## src/rtl/bcg_pkg.sv

```systemverilog
package bcg_pkg;

    localparam int SEL_W      = 4;
    localparam int DIV_W      = 8;
    localparam int FRAC_W     = 7;
    localparam int FRAC_SHORT = 85;
    localparam int FRAC_LONG  = 86;
    localparam int FRAC_HIGH  = 43;
    localparam int FRAC_STEPS = 3;
    localparam int STEP_W     = $clog2(FRAC_STEPS);

    typedef enum logic [1:0] {
        K_SPARE,
        K_USER,
        K_FRAC,
        K_INT
    } rate_kind_e;

    typedef struct packed {
        rate_kind_e       kind;
        logic [DIV_W-1:0] div;
    } rate_cfg_t;

    // Code to rate mapping; low-activity codes place common rates on one-low patterns.
    function automatic rate_cfg_t decode_rate(input logic [SEL_W-1:0] code);
        rate_cfg_t c;
        c.kind = K_INT;
        c.div  = DIV_W'(1);
        case (code)
            4'h0:       c.kind = K_SPARE;
            4'h1, 4'h2: c.kind = K_USER;
            4'h5:       c.kind = K_FRAC;
            4'h3:       c.div  = DIV_W'(1);
            4'h4:       c.div  = DIV_W'(2);
            4'hF:       c.div  = DIV_W'(4);
            4'hE:       c.div  = DIV_W'(8);
            4'h6:       c.div  = DIV_W'(16);
            4'hD:       c.div  = DIV_W'(32);
            4'h8:       c.div  = DIV_W'(48);
            4'hB:       c.div  = DIV_W'(64);
            4'h9:       c.div  = DIV_W'(71);
            4'h7:       c.div  = DIV_W'(87);
            4'hA:       c.div  = DIV_W'(128);
            4'hC:       c.div  = DIV_W'(192);
            default:    c.div  = DIV_W'(1);
        endcase
        return c;
    endfunction

endpackage

```

## src/rtl/bcg_clk_front.sv

```systemverilog
module bcg_clk_front (
    input  logic clk,
    input  logic rst,
    input  logic int_ref_sel,
    input  logic step_in,
    output logic tick,
    output logic init
);

    logic step_d;
    logic armed;

    always_ff @(posedge clk) begin
        if (rst) begin
            step_d <= 1'b0;
            armed  <= 1'b1;
        end else begin
            step_d <= step_in;
            if (int_ref_sel)
                armed <= 1'b1;
            else if (step_in)
                armed <= 1'b0;
        end
    end

    assign tick = int_ref_sel | (step_in & ~step_d);
    assign init = step_in & (int_ref_sel | armed);

endmodule

```

## src/rtl/bcg_prescaler.sv

```systemverilog
module bcg_prescaler #(
    parameter int PRE_W = 4
) (
    input  logic             clk,
    input  logic             rst,
    input  logic             clr,
    input  logic             tick,
    output logic [PRE_W-1:0] cnt,
    output logic             wrap
);

    always_ff @(posedge clk) begin
        if (rst || clr)
            cnt <= '0;
        else if (tick)
            cnt <= cnt + 1'b1;
    end

    assign wrap = tick & (cnt == '1);

    // each accepted tick advances the count by one
    a_r1_pre_step: assert property (@(posedge clk) disable iff (rst)
        (tick && !clr) |=> (cnt == PRE_W'($past(cnt) + 1'b1)));

endmodule

```

## src/rtl/bcg_int_div.sv

```systemverilog
module bcg_int_div #(
    parameter int PRE_W = 4,
    parameter int DIV_W = 8
) (
    input  logic             clk,
    input  logic             rst,
    input  logic             clr,
    input  logic             wrap,
    input  logic [DIV_W-1:0] div,
    input  logic [PRE_W-1:0] pre_cnt,
    output logic [DIV_W-1:0] rc,
    output logic             hi
);

    localparam int PH_W = DIV_W + PRE_W;

    logic [PH_W-1:0] phase;
    logic [PH_W-1:0] half;

    always_ff @(posedge clk) begin
        if (rst || clr)
            rc <= '0;
        else if (wrap)
            rc <= (rc == div - 1'b1) ? '0 : rc + 1'b1;
    end

    assign phase = {rc, pre_cnt};
    assign half  = {1'b0, div, {(PRE_W-1){1'b0}}};
    assign hi    = phase < half;

    // the rate count never reaches the divisor
    a_r4_rc_bound: assert property (@(posedge clk) disable iff (rst)
        rc < div);

endmodule

```

## src/rtl/bcg_frac_div.sv

```systemverilog
module bcg_frac_div #(
    parameter int FRAC_W = bcg_pkg::FRAC_W,
    parameter int STEP_W = bcg_pkg::STEP_W
) (
    input  logic              clk,
    input  logic              rst,
    input  logic              clr,
    input  logic              tick,
    output logic [FRAC_W-1:0] fc,
    output logic              hi
);

    localparam logic [FRAC_W-1:0] LAST_S = FRAC_W'(bcg_pkg::FRAC_SHORT - 1);
    localparam logic [FRAC_W-1:0] LAST_L = FRAC_W'(bcg_pkg::FRAC_LONG - 1);
    localparam logic [STEP_W-1:0] STEP_E = STEP_W'(bcg_pkg::FRAC_STEPS - 1);

    logic [STEP_W-1:0] step;
    logic [FRAC_W-1:0] last;

    assign last = (step == STEP_E) ? LAST_L : LAST_S;

    always_ff @(posedge clk) begin
        if (rst || clr) begin
            fc   <= '0;
            step <= '0;
        end else if (tick) begin
            if (fc == last) begin
                fc   <= '0;
                step <= (step == STEP_E) ? '0 : step + 1'b1;
            end else begin
                fc <= fc + 1'b1;
            end
        end
    end

    assign hi = fc < FRAC_W'(bcg_pkg::FRAC_HIGH);

    // counter and sequence index stay inside the 85/85/86 pattern
    a_r6_frac_bound: assert property (@(posedge clk) disable iff (rst)
        (fc < FRAC_W'(bcg_pkg::FRAC_LONG)) && (step <= STEP_E));

endmodule

```

## src/rtl/baud_clock_gen.sv

```systemverilog
module baud_clock_gen #(
    parameter int PRE_W = 4,
    parameter int TAP_W = 3
) (
    input  logic                      clk,
    input  logic                      rst,
    input  logic                      int_ref_sel,
    input  logic                      step_in,
    input  logic [bcg_pkg::SEL_W-1:0] rate_sel,
    input  logic                      user_clk,
    output logic                      baud_x16,
    output logic                      ref_strobe,
    output logic [TAP_W-1:0]          pre_tap
);

    localparam int SEL_W  = bcg_pkg::SEL_W;
    localparam int DIV_W  = bcg_pkg::DIV_W;
    localparam int FRAC_W = bcg_pkg::FRAC_W;

    logic              tick;
    logic              init;
    logic              restart;
    logic              clr;
    logic [SEL_W-1:0]  cur;
    bcg_pkg::rate_cfg_t cfg;
    logic [PRE_W-1:0]  pre_cnt;
    logic              wrap;
    logic [DIV_W-1:0]  rc_cnt;
    logic              int_hi;
    logic [FRAC_W-1:0] fc_cnt;
    logic              frac_hi;

    bcg_clk_front u_front (
        .clk         (clk),
        .rst         (rst),
        .int_ref_sel (int_ref_sel),
        .step_in     (step_in),
        .tick        (tick),
        .init        (init)
    );

    always_ff @(posedge clk) begin
        if (rst)
            cur <= '0;
        else
            cur <= rate_sel;
    end

    assign restart = (rate_sel != cur);
    assign clr     = init | restart;
    assign cfg     = bcg_pkg::decode_rate(cur);

    bcg_prescaler #(.PRE_W(PRE_W)) u_pre (
        .clk  (clk),
        .rst  (rst),
        .clr  (init),
        .tick (tick),
        .cnt  (pre_cnt),
        .wrap (wrap)
    );

    bcg_int_div #(.PRE_W(PRE_W), .DIV_W(DIV_W)) u_int (
        .clk     (clk),
        .rst     (rst),
        .clr     (clr),
        .wrap    (wrap),
        .div     (cfg.div),
        .pre_cnt (pre_cnt),
        .rc      (rc_cnt),
        .hi      (int_hi)
    );

    bcg_frac_div u_frac (
        .clk  (clk),
        .rst  (rst),
        .clr  (clr),
        .tick (tick),
        .fc   (fc_cnt),
        .hi   (frac_hi)
    );

    always_comb begin
        case (cfg.kind)
            bcg_pkg::K_SPARE: baud_x16 = 1'b0;
            bcg_pkg::K_USER:  baud_x16 = user_clk;
            bcg_pkg::K_FRAC:  baud_x16 = frac_hi;
            default:          baud_x16 = int_hi;
        endcase
    end

    assign ref_strobe = tick;
    assign pre_tap    = pre_cnt[TAP_W-1:0];

    // internal reference mode with step_in high leaves the prescaler cleared
    a_r3_hold_clear: assert property (@(posedge clk) disable iff (rst)
        (int_ref_sel && step_in) |=> (pre_cnt == '0));

    // pass-through codes follow the user input
    a_r7_user_pass: assert property (@(posedge clk) disable iff (rst)
        (cur == SEL_W'(1) || cur == SEL_W'(2)) |-> (baud_x16 == user_clk));

    // spare code keeps the output low
    a_r8_spare_low: assert property (@(posedge clk) disable iff (rst)
        (cur == '0) |-> !baud_x16);

    // a new select code restarts both rate counters
    a_r9_restart_clear: assert property (@(posedge clk) disable iff (rst)
        (rate_sel != cur) |=> (rc_cnt == '0 && fc_cnt == '0));

endmodule

```

## config.mk

```make
export PLATFORM = sky130hd
export DESIGN_NAME = baud_clock_gen
export DESIGN_NICKNAME = d
export VERILOG_FILES = /design/src/rtl/bcg_pkg.sv /design/src/rtl/bcg_clk_front.sv /design/src/rtl/bcg_prescaler.sv /design/src/rtl/bcg_int_div.sv /design/src/rtl/bcg_frac_div.sv /design/src/rtl/baud_clock_gen.sv
export SDC_FILE = /design/constraint.sdc
export NUM_CORES = 1
export LEC_CHECK = 0
export BUFFER_PORTS_ARGS = -buffer_cell sky130_fd_sc_hd__buf_2
export CELL_PAD_IN_SITES_DETAIL_PLACEMENT = 1
export CELL_PAD_IN_SITES_GLOBAL_PLACEMENT = 1
export CORE_UTILIZATION = 27
export DETAILED_ROUTE_END_ITERATION = 10
export GPL_ROUTABILITY_DRIVEN = 1
export PLACE_DENSITY = 0.62
export SLEW_MARGIN = 20
export SYNTH_ARGS = -nofsm -noshare
export SYNTH_HDL_FRONTEND = slang
export SYNTH_SLANG_ARGS = --single-unit
export TNS_END_PERCENT = 10
```

## constraint.sdc

```tcl
create_clock -name clk -period 8.75 [get_ports clk]
set_clock_uncertainty 0.05 [all_clocks]
set_input_delay 0.875 -clock clk [delete_from_list [all_inputs] [get_ports clk]]
set_output_delay 0.875 -clock clk [all_outputs]
set_load 0.005 [all_outputs]
```

# Yosys cells after proc, flatten, opt, wreduce, memory -nomap -nowiden
# Index checks and enable logic that the tools add are counted.
# classes
n_eq_ne	21
bitwise_logic	7
reduce_logical	7
n_mux	7
magnitude_cmp	2
n_addsub	5
# ops
op	count
8-bit one-hot mux with 11 select lines	1
4-bit equality test, second input constant	9
4-bit by 3-bit equality test with 1-bit output, second input constant	4
12-bit by 11-bit less-than comparator with 1-bit output	1
8-bit by 1-bit adder with 8-bit output, second input constant	1
8-bit equality test	1
8-bit 2-to-1 mux	1
8-bit by 1-bit subtractor with 8-bit output, second input constant	1
7-bit by 1-bit adder with 7-bit output, second input constant	1
7-bit equality test	1
7-bit by 6-bit less-than comparator with 1-bit output, second input constant	1
7-bit 2-to-1 mux	1
2-bit one-hot mux with 3 select lines	1
4-bit by 1-bit adder with 4-bit output, second input constant	1
2-bit equality test, second input constant	2
4-bit by 1-bit equality test with 1-bit output, second input constant	1
4-bit by 2-bit equality test with 1-bit output, second input constant	1
4-bit logical NOT	1
4-bit != test	1
2-bit OR reduction	2
1-bit bitwise AND	3
1-bit OR	3
1-bit one-hot mux with 3 select lines	1
2-bit by 1-bit adder with 2-bit output, second input constant	1
other kinds (7)	8
# totals
out_inout_bits	5
input_bits	9
ff_bits	27

# Longest topological paths before layout
# Gate-level depths: netlist (run 1).
# logic_depth
ltp_word	5
ltp_mapped	13
mapped_depth_nobuf	11

# Cells and area by module
# Synthesis (run 1) repeated with hierarchy kept, for this count alone.
# hier_totals
cells_unflattened	220
hier_area_um2	1929.4
# modules_own_cells
mod	cells_per_inst	area_each_um2	n_inst
bcg_int_div	93	789.5	1
bcg_frac_div	58	528.0	1
baud_clock_gen	43	345.3	1
bcg_prescaler	17	186.4	1
bcg_clk_front	9	80.1	1

# Worst setup path before layout (run 1)
# Ideal clock, no wire load.
# synth_timing
kind	register to register
start	register cur[0]
end	register u_int.rc[0]
synth_period_minus_slack_ps	3032
path_stages_with_launch	14
path_slack_ps	5718
setup_ps	134
arrival_ps	2848
n_path_buf	2
required_ps	8566
cell_sequence	dfxtp_1 -> buf_2 -> inv_1 -> or2_2 -> a21oi_1 -> nor2b_1 -> ha_1 -> buf_2 -> or3b_2 -> a21boi_0 -> a211oi_2 -> xnor2_1 -> nor4_4 -> nor3_1
# synth_via
elab_chain_len	5
elab_cells_between_ends	18
# synth_lines
element	line_no	source
from (decl)	baud_clock_gen.sv:24	logic [SEL_W-1:0] cur;
from (signal assigned)	baud_clock_gen.sv:46	cur <= rate_sel;
4-bit equality test or 4-bit by 3-bit equality test with 1-bit output (tied branches)	bcg_pkg.sv:29	case (code)
8-bit one-hot mux with 11 select lines	bcg_pkg.sv:29	
8-bit by 1-bit subtractor with 8-bit output	bcg_int_div.sv:24	rc <= (rc == div - 1'b1) ? '0 : rc + 1'b1;
8-bit equality test	bcg_int_div.sv:24	
8-bit 2-to-1 mux	bcg_int_div.sv:24	
to (signal assigned)	bcg_int_div.sv:24	
to (decl)	bcg_int_div.sv:11	output logic [DIV_W-1:0] rc,
# Parallel ways exist; a longest one is shown, timed or not.
# A chain may end at the register's enable or synchronous reset.

# Final worst setup path (run 1)
# layout_timing
start	register cur[3]
end	output baud_x16
# layout_via
elab_chain_len	5
elab_cells_between_ends	23
# layout_lines
element	line_no	source
branches (longest 4 deep; another with 12-bit by 11-bit less-than comparator with 1-bit output)	-	
1-bit one-hot mux with 3 select lines *	baud_clock_gen.sv:83	case (cfg.kind)
to (decl)	baud_clock_gen.sv:11	output logic baud_x16,
# Mark *: on every way between the ends.

==> out/summary.txt, run 1 <==
CRITICAL PATH
--------------------------------------------------------------------------------
Startpoint-to-endpoint class of the critical path                     reg -> out
Data arrival at the endpoint of the critical path                        2.88 ns
Crit. End Element                                                     output pin
Endpoint required time on the critical path                              7.83 ns
Worst-path maximum fanout                                                     21
Startpoint kind of the worst setup timing path                         flip-flop

TIMING
--------------------------------------------------------------------------------
Final worst-path cycle share                                              0.4349
Max_slew headroom                                                         0.5183
Worst hold-check slack                                                 0.4231 ns
Final setup violation count                                                    0
Final number of hold-violating endpoints                                       0
Worst-case setup margin in the final layout                             4.944 ns
Total Negative Setup Slacks                                                 0 ns
Maximum operating frequency                                            262.8 MHz
Unrepaired setup endpoints after global routing                               no
Number of max-slew violations in the final report                              0
Time the final worst path needs with I/O delays and setup               3.806 ns
Worst slew pin tran                                                    0.7215 ns

DIE
--------------------------------------------------------------------------------
Die area                                                                7061 um2
Area of the core                                                        6422 um2
Initial Utilization                                                       0.2829
Vertical die dimension                                                  84.03 um
Total I/O pin count                                                           14
Site row count                                                                29
Horizontal extent of the die                                            84.03 um

DETAILED ROUTING
--------------------------------------------------------------------------------
Post-route antenna net violation count                                         0
Vias post-DR                                                                1548
Met3 wirelength from detailed routing                                      74 um
Uppermost layer routed                                                      met4
Drt first-iter violations                                                     33
Avg Vias per Cell                                                          5.177
Detailed-routed wire length on met2                                      1891 um
Post-detailed-route wirelength per cell                                 14.03 um
DRT met1 WL                                                              2167 um
DRC Markers                                                                    0
Final WL                                                                 4196 um
First-pass iteration count of the detailed router                              5

SYNTH
--------------------------------------------------------------------------------
Post-synthesis instance total                                                218
Count of cell types in the netlist                                            47
Synthesized area per cell                                              8.334 um2
Primary flip-flop cell chosen by synthesis mapping                  sky130_fd_sc_hd__dfxtp_1
Fraction of registers with async set/reset                                     0
Number of synthesized flops with an enable pin                                 0
Synthesis-stage register bit count                                            27
Fraction of the yosys area taken by sequential cells                      0.2975
Yosys warning total                                                            0
Net count after synthesis                                                    238
Syn Std Cell Area                                                       1817 um2

FINAL LAYOUT
--------------------------------------------------------------------------------
Fraction of final layout cells with drive strength greater than 1        0.09910
Synthesis-to-layout area growth                                           7.576%
Commonest non-fill, non-tap cells in the layout                     sky130_fd_sc_hd__dfxtp_1, sky130_fd_sc_hd__xor2_1, sky130_fd_sc_hd__nand2_1
Multi-input logic area                                                  1192 um2
Number of nets in the layout                                                 243
Number of antenna repair diodes                                                0
Sequential cell area                                                   540.5 um2
Most common cell after layout, fill and taps aside                  sky130_fd_sc_hd__dfxtp_1
Filler cells                                                                 758

CLOCK NETWORK
--------------------------------------------------------------------------------
Later-pin clock latency in the skew report                               0.28 ns
TritonCTS clock tree                                                       built
Gates resized, CTS repair                                                      0
Depth of the CTS H-tree                                                        1
Max Buffers Root-to-Sink                                                       2
Number of buffers inserted to repair setup after CTS                           0
Buffer cell driving the clock tree root                             sky130_fd_sc_hd__clkbuf_8
Number of buffers created by CTS                                               3
Number of buffers added to fix hold violations after cts                       0
Clock net sink count                                                          27
Clock slew at reported path FFs                                          0.09 ns

PWR
--------------------------------------------------------------------------------
Total leakage power                                                 0.0007299 uW
Max VDD drop                                                            87.40 uV
Total power after layout                                                236.5 uW
Power density over the cells                                        121.0 nW/um2

PLACEMENT
--------------------------------------------------------------------------------
Routability congestion estimate from global placement                     0.7433
Port bufs                                                                     13
Detailed-placement wirelength estimate                                   3162 um
Worst slack at placement                                                5.187 ns

HOLD PATH
--------------------------------------------------------------------------------
Worst hold-check path type                                            reg -> reg

GLOBAL ROUTE
--------------------------------------------------------------------------------
Pin count of the biggest net entering global routing                          24
Antenna violations before repair                                               0
Aggregate global-route resource usage                                     0.1316
Wire length of the first global-routing pass                             7555 um
Vias in the first global route                                              1596
Remaining global-route overflow                                                0

RUN
--------------------------------------------------------------------------------
Max_cap viols                                                                  0

RUN STATUS
--------------------------------------------------------------------------------
Run status                                                          complete, no violations

==> path summary, 6_finish.rpt <==
| path | from | endpoint | slack (ns) | cells past startpoint |
|---|---|---|---|---|
| setup / recovery | cur[3] | baud_x16 | 4.94 | 11 |
| hold / removal | u_front.armed | u_front.armed | 0.42 | 2 |
| hold reg to reg | u_front.armed | u_front.armed | 0.42 | 2 |
| setup reg to reg | cur[3] | u_int.rc[3] | 5.15 | 11 |
==> power breakdown <==
part	internal [uW]	total, uW	switching, uW
Sequential	125	131	5.90
Clock	32.7	72.0	39.3
Combinational	16.2	33.8	17.6
==> through the flow <==
step / area (um2) / std cells / utilization
global placement: 1909 / 295 / 0.2973
finish: 1954 / 299 / 0.3043
detailed placement: 1909 / 295 / 0.2973
CTS: 1954 / 299 / 0.3043
floorplan: 1817 / 218 / -
global route: 1954 / 299 / 0.3043
==> sequential cells by signal, indices dropped and copies added, names as in the netlist <==
name            count
u_frac.step         2
u_frac.fc           7
cur                 4
u_front.step_d      1
u_front.armed       1
u_pre.cnt           4
u_int.rc            8
==> synthesized netlist by cell type, types with 3 or more instances <==
cell type,count,share of area
sky130_fd_sc_hd__a21o_1,4,0.017
sky130_fd_sc_hd__a21oi_1,13,0.036
sky130_fd_sc_hd__buf_2,7,0.019
sky130_fd_sc_hd__buf_4,3,0.012
sky130_fd_sc_hd__dfxtp_1,27,0.30
sky130_fd_sc_hd__ha_1,11,0.076
sky130_fd_sc_hd__inv_1,4,0.0083
sky130_fd_sc_hd__nand2_1,16,0.033
sky130_fd_sc_hd__nand2b_1,7,0.024
sky130_fd_sc_hd__nand3_1,9,0.025
sky130_fd_sc_hd__nand4_1,6,0.021
sky130_fd_sc_hd__nor2_1,14,0.029
sky130_fd_sc_hd__nor2b_1,13,0.045
sky130_fd_sc_hd__nor3_1,12,0.033
sky130_fd_sc_hd__o21ai_0,6,0.017
sky130_fd_sc_hd__xnor2_1,10,0.048
sky130_fd_sc_hd__xor2_1,17,0.082
==> cell type report <==
cell class,count,share of cell area
Timing Repair Buffer,13,0.03329
Multi-Input combinational cell,174,0.6101
Tap cell,77,0.04930
Clock buffer,4,0.02305
Inverter,4,0.007682
Sequential cell,27,0.2766
==> metal layers <==
layer,global-route usage,up-vias
li1,-,782
met1,0.1816,742
met2,0.2124,20
met3,0.01286,4
met4,0.04702,0
met5,0,-
==> worst max-delay path, cell delays in order (launching register included) <==
cell                       delay (ns)
sky130_fd_sc_hd__dfxtp_1         0.78
sky130_fd_sc_hd__nand2b_1        0.21
sky130_fd_sc_hd__or2_2           0.31
sky130_fd_sc_hd__a21oi_1         0.14
sky130_fd_sc_hd__nor2b_1         0.09
sky130_fd_sc_hd__ha_1            0.18
sky130_fd_sc_hd__a21o_1          0.18
sky130_fd_sc_hd__a211oi_1        0.22
sky130_fd_sc_hd__a21oi_1         0.08
sky130_fd_sc_hd__o21ai_0         0.17
sky130_fd_sc_hd__a22o_1          0.14
sky130_fd_sc_hd__buf_2           0.10
==> cells by family after synthesis <==
kind of cell / count (synthesis) / synth area share
simple gates: 95 / 0.2968
buf+inv: 17 / 0.04614
flops: 27 / 0.2975
compound gates: 40 / 0.1481
mux: 1 / 0.005510
xor+xnor: 27 / 0.1302
fa+ha+maj: 11 / 0.07576
Note: power is estimated with default switching activity, not from simulation.
==> inputs of run 2 (changes only) <==
--- a/config.mk
+++ b/config.mk
@@ -11,7 +11,7 @@
 export CORE_UTILIZATION = 27
 export DETAILED_ROUTE_END_ITERATION = 10
 export GPL_ROUTABILITY_DRIVEN = 1
-export PLACE_DENSITY = 0.62
+export PLACE_DENSITY = 0.64
 export SLEW_MARGIN = 20
 export SYNTH_ARGS = -nofsm -noshare
 export SYNTH_HDL_FRONTEND = slang
==> constraint.sdc (replaced) <==
create_clock -name clk -period 3.2 [get_ports clk]
set_clock_uncertainty 0.05 [all_clocks]
set_input_delay 0.32 -clock clk [delete_from_list [all_inputs] [get_ports clk]]
set_output_delay 0.32 -clock clk [all_outputs]
set_load 0.005 [all_outputs]
==> out/summary.txt, run 2 (synthesis gave the netlist of run 1 again) <==
TIMING
--------------------------------------------------------------------------------
Maximum operating frequency                                            339.9 MHz
Time the final worst path needs with I/O delays and setup               2.942 ns
Worst slew pin tran                                                    0.4227 ns
Max_slew headroom                                                         0.7182
Total Negative Setup Slacks                                                 0 ns
Number of max-slew violations in the final report                              0
Final setup violation count                                                    0
Unrepaired setup endpoints after global routing                               no
Final number of hold-violating endpoints                                       0
Final worst-path cycle share                                              0.9193

DETAILED ROUTING
--------------------------------------------------------------------------------
Detailed-routed wire length on met2                                      1966 um
Uppermost layer routed                                                      met4
First-pass iteration count of the detailed router                              4
Post-detailed-route wirelength per cell                                 13.75 um
Avg Vias per Cell                                                          4.993
Post-route antenna net violation count                                         0
Final WL                                                                 4222 um
Drt first-iter violations                                                     41
Met3 wirelength from detailed routing                                      60 um
Vias post-DR                                                                1533
DRT met1 WL                                                              2153 um
DRC Markers                                                                    0

CLOCK NETWORK
--------------------------------------------------------------------------------
TritonCTS clock tree                                                       built
Number of buffers created by CTS                                               3
Clock slew at reported path FFs                                          0.10 ns
Buffer cell driving the clock tree root                             sky130_fd_sc_hd__clkbuf_8
Depth of the CTS H-tree                                                        1
Later-pin clock latency in the skew report                               0.27 ns
Max Buffers Root-to-Sink                                                       2
Clock net sink count                                                          27

PLACEMENT
--------------------------------------------------------------------------------
Routability congestion estimate from global placement                     0.8394
Detailed-placement wirelength estimate                                   3242 um
Port bufs                                                                     13
Placed cells                                                                 302

PWR
--------------------------------------------------------------------------------
Power density over the cells                                        326.0 nW/um2
Switching fraction of total power                                         0.2715
Internal power contribution                                             479.6 uW
Total leakage power                                                 0.0007738 uW
Switching power                                                         178.8 uW
Sequential Power Share                                                     0.526
Combinational share of power                                               0.169
Max VDD drop                                                            156.7 uV
Proportion of power drawn by the clock network                             0.305

FINAL LAYOUT
--------------------------------------------------------------------------------
Synthesis-to-layout area growth                                           11.16%
Number of antenna repair diodes                                                0
Fraction of final layout cells with drive strength greater than 1         0.1348
Most common cell after layout, fill and taps aside                  sky130_fd_sc_hd__dfxtp_1
Number of nets in the layout                                                 251
Commonest non-fill, non-tap cells in the layout                     sky130_fd_sc_hd__dfxtp_1, sky130_fd_sc_hd__xor2_1, sky130_fd_sc_hd__nand2_1
Filler cells                                                                 770
Max reg flops                                                                  8
Largest registers                                                   u_int.rc (8), u_frac.fc (7)
Register containing the most flip-flops in the final layout             u_int.rc
Filler-free cell count of the finished design                                307

DIE
--------------------------------------------------------------------------------
Die area                                                                7061 um2
Vertical die dimension                                                  84.03 um
Site row count                                                                29
Total I/O pin count                                                           14
Area of the core                                                        6422 um2
Initial Utilization                                                       0.2829
Horizontal extent of the die                                            84.03 um

CRITICAL PATH
--------------------------------------------------------------------------------
Endpoint required time on the critical path                              3.30 ns
Startpoint-to-endpoint class of the critical path                     reg -> reg
Startpoint kind of the worst setup timing path                         flip-flop
Length in cells of the worst reg-to-reg path                                  12
Worst-path maximum fanout                                                      8
Data arrival at the endpoint of the critical path                        3.04 ns
Crit. End Element                                                      flip-flop

HOLD PATH
--------------------------------------------------------------------------------
Hold Crit Depth                                                                2
Worst hold-check path type                                             in -> reg

GLOBAL ROUTE
--------------------------------------------------------------------------------
Pin count of the biggest net entering global routing                          19
Aggregate global-route resource usage                                     0.1280
Vias in the first global route                                              1577
Wire length of the first global-routing pass                             7327 um
Remaining global-route overflow                                                0
Antenna violations before repair                                               0

RUN
--------------------------------------------------------------------------------
Max_cap viols                                                                  0

RUN STATUS
--------------------------------------------------------------------------------
Run status                                                          complete, no violations

run 2: power groups by stage:
stage          Combinational (uW)  Clock (uW)  Sequential, uW
2_1_floorplan                82.4           0             353
3_3_place_gp                  111           0             354
3_5_place_dp                  112           0             354
4_1_cts                       113         214             347
5_1_grt                       125         222             347
6_report                      111         201             346
run 2: worst paths after layout:
path | startpoint | to | slack [ns]
worst max-delay path | cur[2] | u_int.rc[2] | 0.26
worst min-delay path | step_in | u_front.armed | 0.22
worst max register to register | cur[2] | u_int.rc[2] | 0.26
worst min register to register | u_front.armed | u_front.armed | 0.44
run 2: worst max-delay path, stage by stage, from the launching register on:
cell and delay (ns):
sky130_fd_sc_hd__dfxtp_1 0.33, sky130_fd_sc_hd__nand2b_1 0.19, sky130_fd_sc_hd__or2_2 0.29, sky130_fd_sc_hd__a21oi_1 0.14
sky130_fd_sc_hd__nor2b_1 0.08, sky130_fd_sc_hd__ha_1 0.27, sky130_fd_sc_hd__or3b_2 0.48, sky130_fd_sc_hd__a21boi_0 0.22
sky130_fd_sc_hd__a211oi_2 0.08, sky130_fd_sc_hd__xnor2_1 0.17, sky130_fd_sc_hd__nor4_4 0.27, sky130_fd_sc_hd__buf_4 0.19
sky130_fd_sc_hd__nor3_1 0.06
run 2: per-stage QoR:
step	hold WS [ns]	power, uW	instance area, um2	util	worst slack, ns
2_1_floorplan	0.3416	434.9	1817	-	0.1681
3_3_place_gp	0.4014	465.2	1962	0.3055	0.1741
3_5_place_dp	0.4403	466.0	1962	0.3055	0.1303
4_1_cts	0.2259	673.2	2008	0.3127	0.1228
5_1_grt	0.2287	694.5	2019	0.3144	0.007729
6_report	0.2203	658.4	2019	0.3144	0.2583
run 2: what timing repair did:
action / CTS / global route
setup endpoints to repair: 0 / 9
resized for setup: 0 / 2
buffers inserted: 0 / 1
hold buffers: 0 / 0
run 2: layout make-up:
class,count,area (um2),share of cell area
Multi-Input combinational cell,174,1192,0.5905
Sequential cell,27,540.5,0.2677
Timing Repair Buffer,21,128.9,0.06382
Tap cell,77,96.34,0.04771
Clock buffer,3,41.29,0.02045
Inverter,4,15.01,0.007435
Clock inverter,1,5.005,0.002478
run 2: per-layer routing:
| layer | vias to the layer above | global-route usage |
|---|---|---|
| met1 | 724 | 0.1741 |
| met4 | 0 | 0.03762 |
| met2 | 11 | 0.2139 |
| met5 | - | 0 |
| li1 | 796 | - |
| met3 | 2 | 0.01187 |
==> inputs of run 3 (changes only) <==
--- a/config.mk
+++ b/config.mk
@@ -11,9 +11,10 @@
 export CORE_UTILIZATION = 27
 export DETAILED_ROUTE_END_ITERATION = 10
 export GPL_ROUTABILITY_DRIVEN = 1
-export PLACE_DENSITY = 0.64
+export PLACE_DENSITY = 0.63
 export SLEW_MARGIN = 20
 export SYNTH_ARGS = -nofsm -noshare
 export SYNTH_HDL_FRONTEND = slang
+export SYNTH_HIERARCHICAL = 1
 export SYNTH_SLANG_ARGS = --single-unit
 export TNS_END_PERCENT = 10
==> out/summary.txt, run 3 <==
SYNTH
---------------------------------------------------------------------------------
Commonest cells post-synth                                           sky130_fd_sc_hd__dfxtp_1, sky130_fd_sc_hd__xnor2_1, sky130_fd_sc_hd__xor2_1
Top cells by area, synth                                             sky130_fd_sc_hd__dfxtp_1, sky130_fd_sc_hd__ha_1, sky130_fd_sc_hd__xnor2_1
Yosys warning total                                                             6
Count of cell types in the netlist                                             59
Synthesis-stage register bit count                                             27
Fraction of registers with async set/reset                                      0
Primary flip-flop cell chosen by synthesis mapping                   sky130_fd_sc_hd__dfxtp_1
Synthesized area per cell                                               8.770 um2
Portion of synthesized cell area occupied by the leading cell type         0.2802
Most common cell in the synthesized netlist                          sky130_fd_sc_hd__dfxtp_1
Net count after synthesis                                                     240
Fraction of the yosys area taken by sequential cells                       0.2802
Number of synthesized flops with an enable pin                                  0
Syn Std Cell Area                                                        1929 um2
Cell type with the highest aggregate area in the netlist             sky130_fd_sc_hd__dfxtp_1
Post-synthesis instance total                                                 220

DIE
---------------------------------------------------------------------------------
Horizontal extent of the die                                             86.53 um
Die area                                                                 7487 um2
Vertical die dimension                                                   86.53 um
Area of the core                                                         6832 um2
Site row count                                                                 30
Initial Utilization                                                        0.2824
Total I/O pin count                                                            14

HOLD PATH
---------------------------------------------------------------------------------
Hold Crit Depth                                                                 2
Worst hold-check path type                                              in -> reg

PLACEMENT
---------------------------------------------------------------------------------
Detailed-placement wirelength estimate                                    3495 um
Worst slack at placement                                                0.3735 ns
Placed cells                                                                  318
Routability congestion estimate from global placement                      0.8095
Port bufs                                                                      13

CRITICAL PATH
---------------------------------------------------------------------------------
Startpoint-to-endpoint class of the critical path                      reg -> out
Crit. End Element                                                      output pin
Worst reg2reg path endpoint                                           u_int/rc[0]
Worst-path maximum fanout                                                       8
Data arrival at the endpoint of the critical path                         2.70 ns
Worst Setup SP                                                             cur[1]
Length in cells of the worst reg-to-reg path                                    8
Cell occurring most often along the worst timing path                sky130_fd_sc_hd__a21o_1
Beginning of the worst register-to-register path                           cur[1]
End point of the critical path                                           baud_x16
List of cells traversed by the critical path                         xnor2_1, nand3b_1, o21ai_0, inv_1, ha_1, a21o_1, a21o_1, a211oi_1, o21a_1, mux2_2, buf_2
Setup slack on the worst flop-to-flop path                                0.47 ns
Master of the slowest instance on the critical path                  sky130_fd_sc_hd__dfxtp_1
Startpoint kind of the worst setup timing path                          flip-flop
Maximum cell stage delay along the critical path                          0.53 ns
Endpoint required time on the critical path                               2.83 ns

FINAL LAYOUT
---------------------------------------------------------------------------------
Synthesis-to-layout area growth                                            9.533%
Largest registers                                                    u_int/rc (8), u_frac/fc (7)
Filler-free cell count of the finished design                                 322
Filler cells                                                                  839
Number of nets in the layout                                                  247
Most common cell after layout, fill and taps aside                   sky130_fd_sc_hd__dfxtp_1
Number of antenna repair diodes                                                 0
Commonest non-fill, non-tap cells in the layout                      sky130_fd_sc_hd__dfxtp_1, sky130_fd_sc_hd__xnor2_1, sky130_fd_sc_hd__buf_2
Max reg flops                                                                   8
Register containing the most flip-flops in the final layout              u_int/rc
Layout Utilization                                                         0.3093
Fraction of final layout cells with drive strength greater than 1          0.1504

GLOBAL ROUTE
---------------------------------------------------------------------------------
Pin count of the biggest net entering global routing                           21
Remaining global-route overflow                                                 0
Aggregate global-route resource usage                                      0.1325
Antenna violations before repair                                                0
Vias in the first global route                                               1610
Wire length of the first global-routing pass                              7790 um

TIMING
---------------------------------------------------------------------------------
Final number of hold-violating endpoints                                        0
Total Negative Setup Slacks                                                  0 ns
Worst slew pin tran                                                     0.7532 ns
Max_slew headroom                                                          0.4943
Final worst-path cycle share                                               0.9583
Time the final worst path needs with I/O delays and setup                3.066 ns
Number of max-slew violations in the final report                               0
Maximum operating frequency                                             326.1 MHz
Worst-case setup margin in the final layout                             0.1336 ns
Final setup violation count                                                     0

DETAILED ROUTING
---------------------------------------------------------------------------------
Avg Vias per Cell                                                           4.981
Vias post-DR                                                                 1604
First-pass iteration count of the detailed router                               4
Post-route antenna net violation count                                          0
Drt first-iter violations                                                      88
DRC Markers                                                                     0
Final WL                                                                  4644 um
Post-detailed-route wirelength per cell                                  14.42 um

CLOCK NETWORK
---------------------------------------------------------------------------------
Buffer cell driving the clock tree root                              sky130_fd_sc_hd__clkbuf_8
Number of buffers inserted to repair setup after CTS                            0
TritonCTS clock tree                                                        built
Clock slew at reported path FFs                                           0.09 ns
Clock net sink count                                                           27
Later-pin clock latency in the skew report                                0.27 ns
Depth of the CTS H-tree                                                         1
Number of buffers created by CTS                                                3
Max Buffers Root-to-Sink                                                        2

PWR
---------------------------------------------------------------------------------
Total power after layout                                                 659.8 uW
Total leakage power                                                  0.0007515 uW
Power density over the cells                                         312.2 nW/um2
Max VDD drop                                                             154.4 uV

RUN
---------------------------------------------------------------------------------
Max_cap viols                                                                   0

RUN STATUS
---------------------------------------------------------------------------------
Run status                                                           complete, no violations

## run 3: cell count changes after synthesis, sizes merged, moves of 4 or more
cell and delta:
nor3 -8, xnor2 +4, nor3b +5, nor4 +6, nand3 -5, nor2b -6
a21oi -8, nor2 -4, nand2 -6, a211oi +7, xor2 -5, inv +7
## run 3: cell type report
type                    count  area, um2  share of cell area
repair buffers             13      65.06             0.03079
clock buffers               4      45.04             0.02131
multi-input cells         171       1299              0.6146
flip-flops and latches     27      543.0              0.2570
inverters                  11      41.29             0.01954
well taps                  96      120.1             0.05684
## run 3: repair_timing
action | 4_1_cts | 5_1_grt
gates resized for setup | 0 | 4
hold buffers | 0 | 0
endpoints found under the setup margin | 0 | 1
## run 3: worst min-delay path by stage
| stage | to | slack (ns) | start |
|---|---|---|---|
| floorplan | u_front/step_d | 0.34 | rst |
| global placement | u_front/armed | 0.39 | u_front/armed |
| detailed placement | u_front/armed | 0.40 | u_front/armed |
| CTS | u_front/armed | 0.20 | step_in |
| global route | u_front/armed | 0.23 | step_in |
| finish | u_front/armed | 0.20 | step_in |
## run 3: cell families after synthesis
| group | share of synthesized area |
|---|---|
| xor gates and xnor gates | 0.1180 |
| muxes | 0.02205 |
| DFF | 0.2802 |
| AOI/OAI and AO/OA | 0.1738 |
| adders and majority gates | 0.07133 |
| buffers and inverters | 0.05382 |
| and+or+nand+nor | 0.2808 |
## run 3: power by group
part           internal (uW)  total (uW)  switching, uW
combinational           50.0         110           59.9
sequential               342         352           10.4
clock                   89.3         198            109
## run 3: critical path: cells and delay by family (launching register included)
| family | cells | cell delay (ns) |
|---|---|---|
| AO/OA/AOI/OAI | 5 | 0.94 |
| flip-flops | 1 | 0.53 |
| adder cells (fa/ha/maj) | 1 | 0.30 |
| buffers and inverters | 2 | 0.22 |
| XOR/XNOR | 1 | 0.18 |
| multiplexers | 1 | 0.14 |
| AND/OR/NAND/NOR | 1 | 0.11 |
## run 3: layer usage
metal	part of all wire	global-route usage	vias to the layer above
met5	0	0	-
met2	0.45	0.2179	23
met4	0.010	0.03636	0
met3	0.018	0.008571	4
li1	-	-	814
met1	0.52	0.1873	763
## run 3: stage by stage
step / hold slack (ns) / instance area (um2)
global route: 0.2297 / 2113
global placement: 0.3916 / 2052
CTS: 0.1967 / 2097
detailed placement: 0.3989 / 2052
finish: 0.1960 / 2113
floorplan: 0.3358 / 1929
